[src/rtl/nvs_pkg.sv]
package nvs_pkg;

    typedef enum logic [1:0] {
        PH_IDLE = 2'd0,
        PH_ADDR = 2'd1,
        PH_DATA = 2'd2,
        PH_FULL = 2'd3
    } rx_phase_e;

endpackage

[src/rtl/nvs_frame_rx.sv]
module nvs_frame_rx #(
    parameter int ADDR_W = 2,
    parameter int DATA_W = 8
) (
    input  logic                      clk_i,
    input  logic                      por_ni,
    input  logic                      clr_i,
    input  logic                      cs_i,
    input  logic                      di_i,
    input  logic                      hold_i,
    output logic [ADDR_W-1:0]         addr_o,
    output logic [DATA_W-1:0]         data_o,
    output logic                      full_o,
    output logic                      dout_valid_o,
    output logic [$clog2(DATA_W)-1:0] dout_idx_o
);
    import nvs_pkg::*;

    localparam int IW  = $clog2(DATA_W);
    localparam int AIW = $clog2(ADDR_W);

    typedef struct packed {
        rx_phase_e         phase;
        logic [IW-1:0]     idx;
        logic [ADDR_W-1:0] addr;
        logic [DATA_W-1:0] data;
    } rx_state_t;

    rx_state_t q, d;

    always_comb begin
        d = q;
        unique case (q.phase)
            PH_IDLE: begin
                if (di_i) begin
                    d.phase = PH_ADDR;
                    d.idx   = '0;
                end
            end
            PH_ADDR: begin
                d.addr[q.idx[AIW-1:0]] = di_i;
                if (q.idx == IW'(ADDR_W - 1)) begin
                    d.phase = PH_DATA;
                    d.idx   = '0;
                end else begin
                    d.idx = q.idx + 1'b1;
                end
            end
            PH_DATA: begin
                d.data[q.idx] = di_i;
                if (q.idx == IW'(DATA_W - 1)) begin
                    d.phase = PH_FULL;
                end else begin
                    d.idx = q.idx + 1'b1;
                end
            end
            PH_FULL: begin
                d.phase = PH_IDLE;
                d.idx   = '0;
            end
            default: d.phase = PH_IDLE;
        endcase
        if (!cs_i || hold_i || clr_i) begin
            d.phase = PH_IDLE;
            d.idx   = '0;
        end
    end

    always_ff @(posedge clk_i or negedge por_ni) begin
        if (!por_ni) begin
            q <= '{phase: PH_IDLE, idx: '0, addr: '0, data: '0};
        end else begin
            q <= d;
        end
    end

    assign addr_o       = q.addr;
    assign data_o       = q.data;
    assign full_o       = (q.phase == PH_FULL);
    assign dout_valid_o = (q.phase == PH_DATA);
    assign dout_idx_o   = q.idx;

endmodule

[src/rtl/nvs_store_ctl.sv]
module nvs_store_ctl #(
    parameter int PROG_CYCLES = 64
) (
    input  logic clk_i,
    input  logic por_ni,
    input  logic clr_i,
    input  logic start_i,
    input  logic supply_ok_i,
    output logic busy_o,
    output logic commit_o
);
    localparam int CW = $clog2(PROG_CYCLES);

    typedef struct packed {
        logic          busy;
        logic [CW-1:0] cnt;
    } ctl_state_t;

    ctl_state_t q, d;

    always_comb begin
        d = q;
        if (q.busy) begin
            if (q.cnt == '0) begin
                d.busy = 1'b0;
            end else begin
                d.cnt = q.cnt - 1'b1;
            end
        end else if (start_i && supply_ok_i) begin
            d.busy = 1'b1;
            d.cnt  = CW'(PROG_CYCLES - 1);
        end
        if (clr_i) begin
            d.busy = 1'b0;
            d.cnt  = '0;
        end
    end

    always_ff @(posedge clk_i or negedge por_ni) begin
        if (!por_ni) begin
            q <= '{busy: 1'b0, cnt: '0};
        end else begin
            q <= d;
        end
    end

    assign busy_o   = q.busy;
    assign commit_o = q.busy && (q.cnt == '0) && !clr_i;

endmodule

[src/rtl/nvs_top.sv]
module nvs_top #(
    parameter int                DATA_W      = 8,
    parameter int                ADDR_W      = 2,
    parameter int                PROG_CYCLES = 64,
    parameter logic [DATA_W-1:0] NV_INIT     = 8'h80
) (
    input  logic                            clk_i,
    input  logic                            por_ni,
    input  logic                            rst_ni,
    input  logic                            cs_i,
    input  logic                            di_i,
    input  logic                            prog_i,
    input  logic                            supply_ok_i,
    output logic                            do_o,
    output logic                            do_oe_o,
    output logic                            rdy_o,
    output logic [(1<<ADDR_W)*DATA_W-1:0]   wiper_o
);
    localparam int NUM = 1 << ADDR_W;
    localparam int IW  = $clog2(DATA_W);

    typedef struct packed {
        logic [NUM-1:0][DATA_W-1:0] wiper;
        logic [NUM-1:0][DATA_W-1:0] nv;
        logic [ADDR_W-1:0]          pend_addr;
        logic [DATA_W-1:0]          pend_data;
    } top_state_t;

    top_state_t q, d;

    logic              busy;
    logic              commit;
    logic              frame_full;
    logic [ADDR_W-1:0] rx_addr;
    logic [DATA_W-1:0] rx_data;
    logic              dout_valid;
    logic [IW-1:0]     dout_idx;

    nvs_frame_rx #(
        .ADDR_W (ADDR_W),
        .DATA_W (DATA_W)
    ) i_rx (
        .clk_i        (clk_i),
        .por_ni       (por_ni),
        .clr_i        (!rst_ni),
        .cs_i         (cs_i),
        .di_i         (di_i),
        .hold_i       (busy),
        .addr_o       (rx_addr),
        .data_o       (rx_data),
        .full_o       (frame_full),
        .dout_valid_o (dout_valid),
        .dout_idx_o   (dout_idx)
    );

    nvs_store_ctl #(
        .PROG_CYCLES (PROG_CYCLES)
    ) i_ctl (
        .clk_i       (clk_i),
        .por_ni      (por_ni),
        .clr_i       (!rst_ni),
        .start_i     (frame_full && prog_i),
        .supply_ok_i (supply_ok_i),
        .busy_o      (busy),
        .commit_o    (commit)
    );

    always_comb begin
        d = q;
        if (!rst_ni) begin
            d.wiper = q.nv;
        end else if (frame_full) begin
            d.wiper[rx_addr] = rx_data;
            d.pend_addr      = rx_addr;
            d.pend_data      = rx_data;
        end
        if (commit) begin
            d.nv[q.pend_addr] = q.pend_data;
        end
    end

    always_ff @(posedge clk_i or negedge por_ni) begin
        if (!por_ni) begin
            q.wiper     <= {NUM{NV_INIT}};
            q.nv        <= {NUM{NV_INIT}};
            q.pend_addr <= '0;
            q.pend_data <= '0;
        end else begin
            q <= d;
        end
    end

    assign rdy_o   = !busy;
    assign do_oe_o = cs_i && !busy;
    assign do_o    = (do_oe_o && dout_valid) ? q.wiper[rx_addr][dout_idx] : 1'b0;
    assign wiper_o = q.wiper;

endmodule

[config.mk]
export PLATFORM = sky130hd
export DESIGN_NAME = nvs_top
export DESIGN_NICKNAME = d
export VERILOG_FILES = /design/src/rtl/nvs_pkg.sv /design/src/rtl/nvs_frame_rx.sv /design/src/rtl/nvs_store_ctl.sv /design/src/rtl/nvs_top.sv
export SDC_FILE = /design/constraint.sdc
export NUM_CORES = 1
export LEC_CHECK = 0
export BUFFER_PORTS_ARGS = -buffer_cell sky130_fd_sc_hd__buf_2
export CORE_MARGIN = 3
export CORE_UTILIZATION = 30
export DETAILED_ROUTE_END_ITERATION = 12
export PLACE_DENSITY = 0.51
export SYNTH_ARGS = -nofsm -noshare
export SYNTH_HDL_FRONTEND = slang
export SYNTH_SLANG_ARGS = --single-unit
[constraint.sdc]
create_clock -name clk_i -period 2.3 [get_ports clk_i]
set_clock_uncertainty 0.1 [all_clocks]
set_input_delay 0.46 -clock clk_i [delete_from_list [all_inputs] [get_ports clk_i]]
set_output_delay 0.46 -clock clk_i [all_outputs]
set_load 0.03 [all_outputs]
==> results of run 1 <==
## cell type report
cell class / instances / area [sq um] / area share
well taps: 211 / 264 / 0.0470
inverters: 9 / 33.8 / 0.00601
clock buffers: 13 / 250 / 0.0446
multi-input cells: 265 / 2110 / 0.375
flip-flops and latches: 96 / 2410 / 0.429
repair buffers: 74 / 485 / 0.0864
clock inverters: 3 / 65.1 / 0.0116
## worst reg2reg max path, delay by kind of cell (launching register included)
kind                       cells  cell delay, ns
DFF                            1            0.40
and+or+nand+nor                3            0.79
buffers and inverters          2            0.28
adders and majority gates      1            0.18
muxes                          1            0.31
## what timing repair did
| item | 4_1_cts | 5_1_grt |
|---|---|---|
| gates resized for setup | 7 | 6 |
| setup buffers | 0 | 0 |
| pin swaps | 1 | 3 |
| endpoints found under the setup margin | 1 | 1 |
| hold endpoints to repair | 0 | 0 |
| cloned | 0 | 0 |
## synth_stat cells (8+ instances only)
| master | number | area, sq um |
|---|---|---|
| dfrtp_1 | 88 | 2200 |
| mux2_2 | 43 | 484 |
| a21oi_1 | 41 | 205 |
| nor2_1 | 38 | 143 |
| mux2i_1 | 37 | 370 |
| buf_4 | 33 | 248 |
| clkbuf_1 | 14 | 52.6 |
| nand2_1 | 14 | 52.6 |
| o21ai_0 | 11 | 55.1 |
| ha_1 | 9 | 113 |
| dfstp_2 | 8 | 210 |
| inv_1 | 8 | 30.0 |
| mux2_4 | 8 | 120 |
## metrics by stage
step	cells	hold WS (ns)	setup TNS [ns]	instance area (sq um)	util
floorplan	424	0.0644	0	4870	-
global placement	655	0.375	-0.00875	5260	0.338
detailed placement	655	0.383	-0.0205	5260	0.338
CTS	671	0.0965	-0.316	5580	0.359
global route	671	0.127	-0.372	5620	0.361
finish	671	0.0517	-0.290	5620	0.361
## power by group
group / internal (mW) / total, mW / switching [mW]
logic: 0.181 / 0.444 / 0.264
registers: 1.75 / 1.83 / 0.0781
clock network: 0.983 / 1.61 / 0.629
total: 2.92 / 3.89 / 0.971
## sequential cells by signal, indices dropped and copies added (netlist names)
name,flops
i_ctl.busy_o,1
i_ctl.q,6
i_rx.addr_o,2
i_rx.data_o,8
i_rx.dout_idx_o,3
i_rx.q,2
q,42
wiper_o,32
## kinds of logic (layout without fill, tap and decap cells)
group,after synthesis,in the layout
AND/OR/NAND/NOR,97,97
flip-flops,96,96
multiplexers,92,92
AO/OA/AOI/OAI,65,65
buffers and inverters,63,99
adder cells (fa/ha/maj),9,9
XOR/XNOR,2,2
## worst max-delay path by stage
stage	startpoint	end	depth (start not counted)
3_5_place_dp	i_rx.addr_o[0]	do_o	7
2_1_floorplan	i_rx.addr_o[0]	do_o	6
6_report	i_rx.addr_o[0]	do_o	7
4_1_cts	i_rx.addr_o[0]	do_o	7
5_1_grt	i_rx.addr_o[0]	do_o	7
3_3_place_gp	i_rx.addr_o[0]	do_o	7
## routing by layer
layer  wire length, um  share of wire  vias up
met5                 0              0        -
met4               184          0.016        0
met3               194          0.017       12
met2              5570           0.48       39
met1              5640           0.49     1615
li1                  -              -     1523
==> flow_summary.yaml, run 1 <==
outcome:
  status: "finished, violations left"
  violations: "setup timing"
floorplanning:
  die_width_um: 133
  dieArea_sq_um: 17800
  die_h_um: 133
  placementRows: 45
  start_util: 0.313
  pin_count: 42
  fp.coreArea_sq_um: 15500
logic_synthesis:
  yosys.area_share.simple: 0.104
  syn_inst: 424
  synthAdderAreaFrac: 0.0232
  synth_compound_area_frac: 0.0749
  synthArstFlopShare: 1.00
  synthDistinctLibCells: 46
  synth.avg_cell_area_sq_um: 11.5
  syn_nets: 440
  synth_seq_cells: 96
  synth_flop_cell: "dfrtp_1"
  ys.warnings.count: 0
  synth-xor-area-share: 0.00360
  synth_mux_area_frac: 0.219
  synth_area_sq_um: 4860
  synth_edf_count: 0
  synth_top_family_by_area: "multiplexers"
  seq_area_frac_synth: 0.496
grt:
  grt.overflow.total: 0
  busiest_layer: "met2"
  grt_max_degree: 97
  antenna_found_initial: 0
  grt_use_total: 0.137
  grt_pass1_wl_um: 19100
  grtUsageMet3: 0.0136
  grt_pass1_vias: 3322
  grt_util_met1: 0.194
  met2_usage: 0.220
placement:
  pre_cts_slack_ns: -0.0205
  dp.final_hpwl_um: 8220
  io_buffer_count: 41
  gp_congestion: 0.832
worst_setup_path:
  cp_cell_sequence: "buf_6, mux2i_1, or4_1, o311ai_2, a21boi_2, a31oi_2, buf_6"
  regToRegSetupSlack_ns: 0.14
  critical_path.slowest_cell: "or4_1"
  end_kind: "primary output"
  worstPathRequired_ns: 1.74
  start_kind: "flip-flop"
  r2r_start: "i_ctl.q[0]"
  crit_top_cell: "buf_6"
  timing.rr.end: "q[29]"
  critical_path.top_delay_family: "compound AO/OA/AOI/OAI gates"
  setup.worst_path.class: "flip-flop to primary output"
  worst_r2r_path_depth: 7
  path_max_fanout: 5
  path_buf_inv: 2
  cp_slowest_stage_delay_ns: 0.42
  cp.arrival_ns: 2.03
sta:
  rsz0062_at_grt: "true"
  slew_violations: 0
  tightest_slew_ns: 0.611
  hold_viol: 0
  period_needed_ns: 2.59
  period_share: 1.13
  max_freq_ghz: 0.386
  setup-violations-final: 1
  max_slew_margin: 0.592
  fin_ws_ns: -0.290
drt:
  postRouteWirelength_um: 11600
  drc: 0
  drtAntennaViolNets: 0
  wire_per_inst_um: 17.3
  drt-initial-drc-count: 128
  via_count: 3189
  firstDrtPassIters: 4
  viasPerCell: 4.75
hold_path:
  hp-class: "primary input to async pin"
layout:
  layout-drive-gt1-share: 0.361
  final_cell_mix: "88 x dfrtp_1, 43 x mux2_2, 41 x a21oi_1, 39 x buf_2, 38 x nor2_1"
  synthToLayoutAreaGrowth_pct: 15.6
  n_antenna_cell: 0
  fill_cells: 1586
  fin_nets: 471
  layout_commonest_cell: "dfrtp_1"
clocking:
  h-tree-depth: 3
  cts_buffers: 9
  cts.sinks: 96
  clock_latency_ns: 0.35
  path_clk_slew_ns: 0.07
  clock_path_buffers: 2
  root_buffer: "clkbuf_16"
  tritoncts: "built"
  hold_buffers: 0
power_and_ir_drop:
  ir_drop_mv: 0.330
  power_mw: 3.89
  p_leak_nw: 2.73
  p_per_area_nw_per_um2: 692
flow_run:
  maxCapViolations: 0
(Power assumes the default switching activity.)
==> run 2: changes to the inputs <==
==> constraint.sdc (replaced) <==
create_clock -name clk_i -period 3.24 [get_ports clk_i]
set_clock_uncertainty 0.1 [all_clocks]
set_input_delay 0.648 -clock clk_i [delete_from_list [all_inputs] [get_ports clk_i]]
set_output_delay 0.648 -clock clk_i [all_outputs]
set_load 0.03 [all_outputs]
==> run 2 against run 1 <==
The flow now finishes without violations. Global-route usage shrank 0.097 points. Setup slack gained 0.46 ns. Sequential power shrank 28%. Die area is the same. Hold slack gained 0.18 ns. Clock-buffer cell count is the same. Design area shrank 4.7%. Utilization shrank 1.7 points. Sequential share of layout area grew 2.1 points. First-iteration DRC count grew 10%. Cell count shrank 3.7%. Critical path depth shrank 1. Largest cell class unchanged.
==> flow_summary.yaml, run 2 (synthesis results as in run 1) <==
worst_setup_path:
  worstPathRequired_ns: 2.49
  cp_slowest_stage_delay_ns: 0.53
  cp_cell_sequence: "nor2b_1, a21oi_1, o311ai_0, a21boi_1, a31oi_1, buf_2"
  end_kind: "primary output"
  path_max_fanout: 10
  startpoint: "i_rx.addr_o[0]"
  critical_path.slowest_cell: "dfrtp_1"
  critical_path.top_delay_family: "compound AO/OA/AOI/OAI gates"
  cp.arrival_ns: 2.32
  setup.worst_path.class: "flip-flop to primary output"
  r2r_start: "i_ctl.q[0]"
  path_buf_inv: 1
  start_kind: "flip-flop"
sta:
  hold_viol: 0
  setup-violations-final: 0
  slew_violations: 0
  max_freq_ghz: 0.325
  fin_setup_tns_ns: 0
  period_needed_ns: 3.07
  tightest_slew_ns: 0.748
  rsz0062_at_grt: "false"
  max_slew_margin: 0.500
  period_share: 0.948
grt:
  grt_use_total: 0.137
  grt_util_met1: 0.184
  busiest_layer: "met2"
  grt_pass1_vias: 3306
  grt_max_degree: 55
  grt_pass1_wl_um: 18900
  met2_usage: 0.226
  grt.overflow.total: 0
  antenna_found_initial: 0
  grtUsageMet3: 0.0227
floorplanning:
  die_width_um: 133
  dieArea_sq_um: 17800
  die_h_um: 133
  placementRows: 45
  fp.coreArea_sq_um: 15500
  pin_count: 42
  start_util: 0.313
placement:
  io_buffer_count: 41
  gp_congestion: 0.866
  dp.final_hpwl_um: 8100
drt:
  drt-initial-drc-count: 141
  drc: 0
  wire_per_inst_um: 18.0
  firstDrtPassIters: 4
  via_count: 3110
  postRouteWirelength_um: 11600
  viasPerCell: 4.81
  drtAntennaViolNets: 0
layout:
  synthToLayoutAreaGrowth_pct: 10.2
  regMostFlops: "q"
  fin_nets: 446
  largest_reg_flops: 42
  fill_cells: 1606
  n_antenna_cell: 0
  utilization: 0.345
  layout-drive-gt1-share: 0.310
  final_cell_mix: "88 x dfrtp_1, 43 x mux2_2, 41 x a21oi_1, 40 x buf_2, 38 x nor2_1"
  layout_commonest_cell: "dfrtp_1"
clocking:
  postCtsSetupRepairBufs: 0
  clock_latency_ns: 0.34
  root_buffer: "clkbuf_16"
  cts_buffers: 9
  cts.sinks: 96
  h-tree-depth: 3
  tritoncts: "built"
  clock_path_buffers: 2
  path_clk_slew_ns: 0.06
  cts_resized: 0
  hold_buffers: 0
flow_run:
  maxCapViolations: 0
power_and_ir_drop:
  ir_drop_mv: 0.227
  power_mw: 2.65
  p_leak_nw: 2.58
  p_per_area_nw_per_um2: 495
hold_path:
  hp-class: "primary input to async pin"
outcome:
  status: "complete, no violations"
[run 2: cell types whose count changed in the layout (fill, tap and decap cells not counted), moves of 2 or more]
cell      delta
o32ai_1      +2
buf_6        -4
o32ai_2      -2
buf_4       -22
o311ai_0     +2
[run 2: worst paths after layout]
path / end / slack (ns) / cells past startpoint
max in group asynchronous: wiper_o[9] / 2.12 / 2
setup / recovery: do_o / 0.17 / 6
min in group clk_i: wiper_o[7] / 0.39 / 2
hold / removal: wiper_o[2] / 0.23 / 1
hold reg to reg: wiper_o[7] / 0.39 / 2
setup reg to reg: q[35] / 0.84 / 6
[run 2: power by group]
part / internal [mW] / switching, mW
combinational: 0.107 / 0.169
sequential: 1.25 / 0.0664
clock: 0.620 / 0.442
total: 1.97 / 0.678
[run 2: per-stage QoR]
step	instances	hold WS, ns	setup WS (ns)	area (sq um)
finish	646	0.233	0.168	5350
global placement	630	0.375	0.628	5060
CTS	646	0.259	0.121	5350
detailed placement	630	0.377	0.498	5060
floorplan	424	0.252	0.748	4860
global route	646	0.278	0.0436	5350
[run 2: area by class of cell]
class | count | area, sq um | area share
Clock buffer | 13 | 250 | 0.0467
Clock inverter | 3 | 42.5 | 0.00795
Inverter | 9 | 33.8 | 0.00631
Multi-Input combinational cell | 265 | 2070 | 0.387
Sequential cell | 96 | 2410 | 0.451
Tap cell | 211 | 264 | 0.0493
Timing Repair Buffer | 49 | 280 | 0.0523
[run 2: metal layers]
layer	wire length, um	share of wire	vias up
met1	5600	0.48	1592
met4	150	0.013	0
li1	-	-	1478
met5	0	0	-
met2	5660	0.49	30
met3	232	0.020	10
==> run 3: changes to the inputs <==
--- a/config.mk
+++ b/config.mk
@@ -5,11 +5,13 @@
 export SDC_FILE = /design/constraint.sdc
 export NUM_CORES = 1
 export LEC_CHECK = 0
+export ABC_AREA = 1
 export BUFFER_PORTS_ARGS = -buffer_cell sky130_fd_sc_hd__buf_2
+export CAP_MARGIN = 20
 export CORE_MARGIN = 3
 export CORE_UTILIZATION = 30
 export DETAILED_ROUTE_END_ITERATION = 12
-export PLACE_DENSITY = 0.51
+export PLACE_DENSITY = 0.52
 export SYNTH_ARGS = -nofsm -noshare
 export SYNTH_HDL_FRONTEND = slang
 export SYNTH_SLANG_ARGS = --single-unit
==> run 3 against run 2 <==
Critical path depth is 4 higher. Flip-flop and latch count stayed put. Global-route usage grew 1.3 points. Combinational power up 33%. Largest power group unchanged. Register-to-register slack improved by 0.33 ns.
==> flow_summary.yaml, run 3 <==
logic_synthesis:
  syn_nets: 568
  synth_area_sq_um: 4720
  syn_inst: 552
  synth.most_common_cell: "nand2_1"
  synthArstFlopShare: 1.00
  synth_edf_count: 0
  synth.avg_cell_area_sq_um: 8.54
  seq_area_frac_synth: 0.512
  synthDistinctLibCells: 26
  synth_flop_cell: "dfrtp_1"
  synth_seq_cells: 96
  yosysTopAreaCell: "dfrtp_1"
  synth_top_cell_area_share: 0.467
  synthTopCellsByCount: "146 x nand2_1, 88 x dfrtp_1, 69 x inv_1, 53 x o21ai_0, 32 x buf_4"
  ys.warnings.count: 0
  synthTopCellsByArea: "dfrtp_1 47%, nand2_1 12%, o21ai_0 5.6%, inv_1 5.5%, buf_4 5.1%"
grt:
  grt_max_degree: 53
  grt_use_total: 0.149
  busiest_layer: "met2"
  grt_pass1_vias: 3641
  grtUsageMet3: 0.0295
  grt_util_met1: 0.195
  grt_pass1_wl_um: 20300
  antenna_found_initial: 0
  grt.overflow.total: 0
  met2_usage: 0.241
floorplanning:
  die_width_um: 131
  fp.coreArea_sq_um: 15300
  dieArea_sq_um: 17300
  start_util: 0.308
  die_h_um: 131
  placementRows: 45
  pin_count: 42
flow_run:
  maxCapViolations: 0
layout:
  regMostFlops: "q"
  fill_cells: 1591
  multiInputGateArea_sq_um: 1700
  fin_nets: 577
  final_cell_mix: "146 x nand2_1, 88 x dfrtp_1, 69 x inv_1, 53 x o21ai_0, 40 x buf_2"
  n_antenna_cell: 0
  layout_commonest_cell: "nand2_1"
  largest_reg_flops: 42
  instances_no_fill: 777
  synthToLayoutAreaGrowth_pct: 10.4
  seqCellArea_sq_um: 2410
  layout-drive-gt1-share: 0.143
worst_setup_path:
  path_max_fanout: 16
  critical_path.slowest_cell: "dfrtp_1"
  worstPathRequired_ns: 2.49
  worst_r2r_path_depth: 5
  cp_cell_sequence: "inv_2, nand2_1, nor2_1, nor2_1, nand3_1, nand3_1, nand2_1, nor2_1, nor2_1, buf_2"
  end_kind: "primary output"
  crit_top_cell: "nor2_1"
  critical_path.top_delay_family: "simple AND/OR/NAND/NOR gates"
  crit_cells: 10
  cp_slowest_stage_delay_ns: 0.63
  setup.worst_path.class: "flip-flop to primary output"
  cp.arrival_ns: 2.25
  path_buf_inv: 2
  start_kind: "flip-flop"
drt:
  viasPerCell: 4.79
  via_count: 3722
  postRouteWirelength_um: 12500
  drt-initial-drc-count: 361
  drc: 0
  firstDrtPassIters: 5
  drtAntennaViolNets: 0
  wire_per_inst_um: 16.1
clocking:
  hold_buffers: 0
  h-tree-depth: 3
  cts_resized: 0
  clock_latency_ns: 0.35
  root_buffer: "clkbuf_16"
  clock_path_buffers: 2
  postCtsSetupRepairBufs: 0
  cts_buffers: 9
  path_clk_slew_ns: 0.07
  tritoncts: "built"
  cts.sinks: 96
sta:
  fin_setup_tns_ns: 0
  tightest_slew_ns: 0.742
  setup-violations-final: 0
  hold_ws_ns: 0.239
  max_freq_ghz: 0.334
  period_needed_ns: 2.99
  hold_viol: 0
  fin_ws_ns: 0.247
  period_share: 0.924
  rsz0062_at_grt: "false"
  max_slew_margin: 0.503
  slew_violations: 0
power_and_ir_drop:
  power_mw: 2.83
  ir_drop_mv: 0.236
  p_leak_nw: 2.43
  p_per_area_nw_per_um2: 544
hold_path:
  hp-class: "primary input to async pin"
placement:
  gp_congestion: 0.912
  dp.final_hpwl_um: 9100
  place_inst: 761
  io_buffer_count: 41
  pre_cts_slack_ns: 0.628
outcome:
  status: "complete, no violations"
## run 3: cell count changes after synthesis, moves of 12 or more
| cell | change |
|---|---|
| nand2_1 | +132 |
| inv_1 | +61 |
| mux2_2 | -43 |
| o21ai_0 | +42 |
| mux2i_1 | -37 |
| a21oi_1 | -29 |
| o221ai_1 | +24 |
| o21ai_1 | +15 |
| nor2_1 | -13 |
| nand3_1 | +12 |
## run 3: layout make-up
class                   instances  share of cell area
clock buffers                  11              0.0466
clock inverters                 5              0.0120
inverters                      75              0.0541
multi-input cells             335               0.326
flip-flops and latches         96               0.463
well taps                     211              0.0507
repair buffers                 44              0.0466
## run 3: kinds of logic (layout without fill, tap and decap cells)
group | after synthesis | after routing | synth area share
buf+inv | 121 | 135 | 0.128
simple gates | 202 | 202 | 0.178
flops | 96 | 96 | 0.512
fa+ha+maj | 9 | 9 | 0.0239
compound gates | 124 | 124 | 0.159
## run 3: worst paths after layout
kind / from / slack, ns / endpoint
setup / recovery: i_rx.addr_o[0] / 0.25 / do_o
hold / removal: por_ni / 0.24 / i_ctl.q[3]
setup reg to reg: i_rx.addr_o[0] / 1.17 / wiper_o[12]
hold reg to reg: q[31] / 0.39 / q[31]
max in group asynchronous: por_ni / 2.05 / q[17]
min in group clk_i: q[31] / 0.39 / q[31]
## run 3: layer usage
layer,part of all wire,vias up
li1,-,1814
met1,0.46,1788
met2,0.47,98
met3,0.036,22
met4,0.028,0
met5,0,-
## run 3: report_power, final
part | total (mW) | internal (mW) | switching, mW | leakage (nW)
clock network | 1.10 | 0.626 | 0.477 | 0.143
registers | 1.36 | 1.29 | 0.0726 | 1.23
logic | 0.368 | 0.0891 | 0.278 | 1.06
## run 3: stage by stage
stage | area, sq um | util
2_1_floorplan | 4720 | -
3_3_place_gp | 4900 | 0.320
3_5_place_dp | 4900 | 0.320
4_1_cts | 5200 | 0.340
5_1_grt | 5200 | 0.340
6_report | 5200 | 0.340
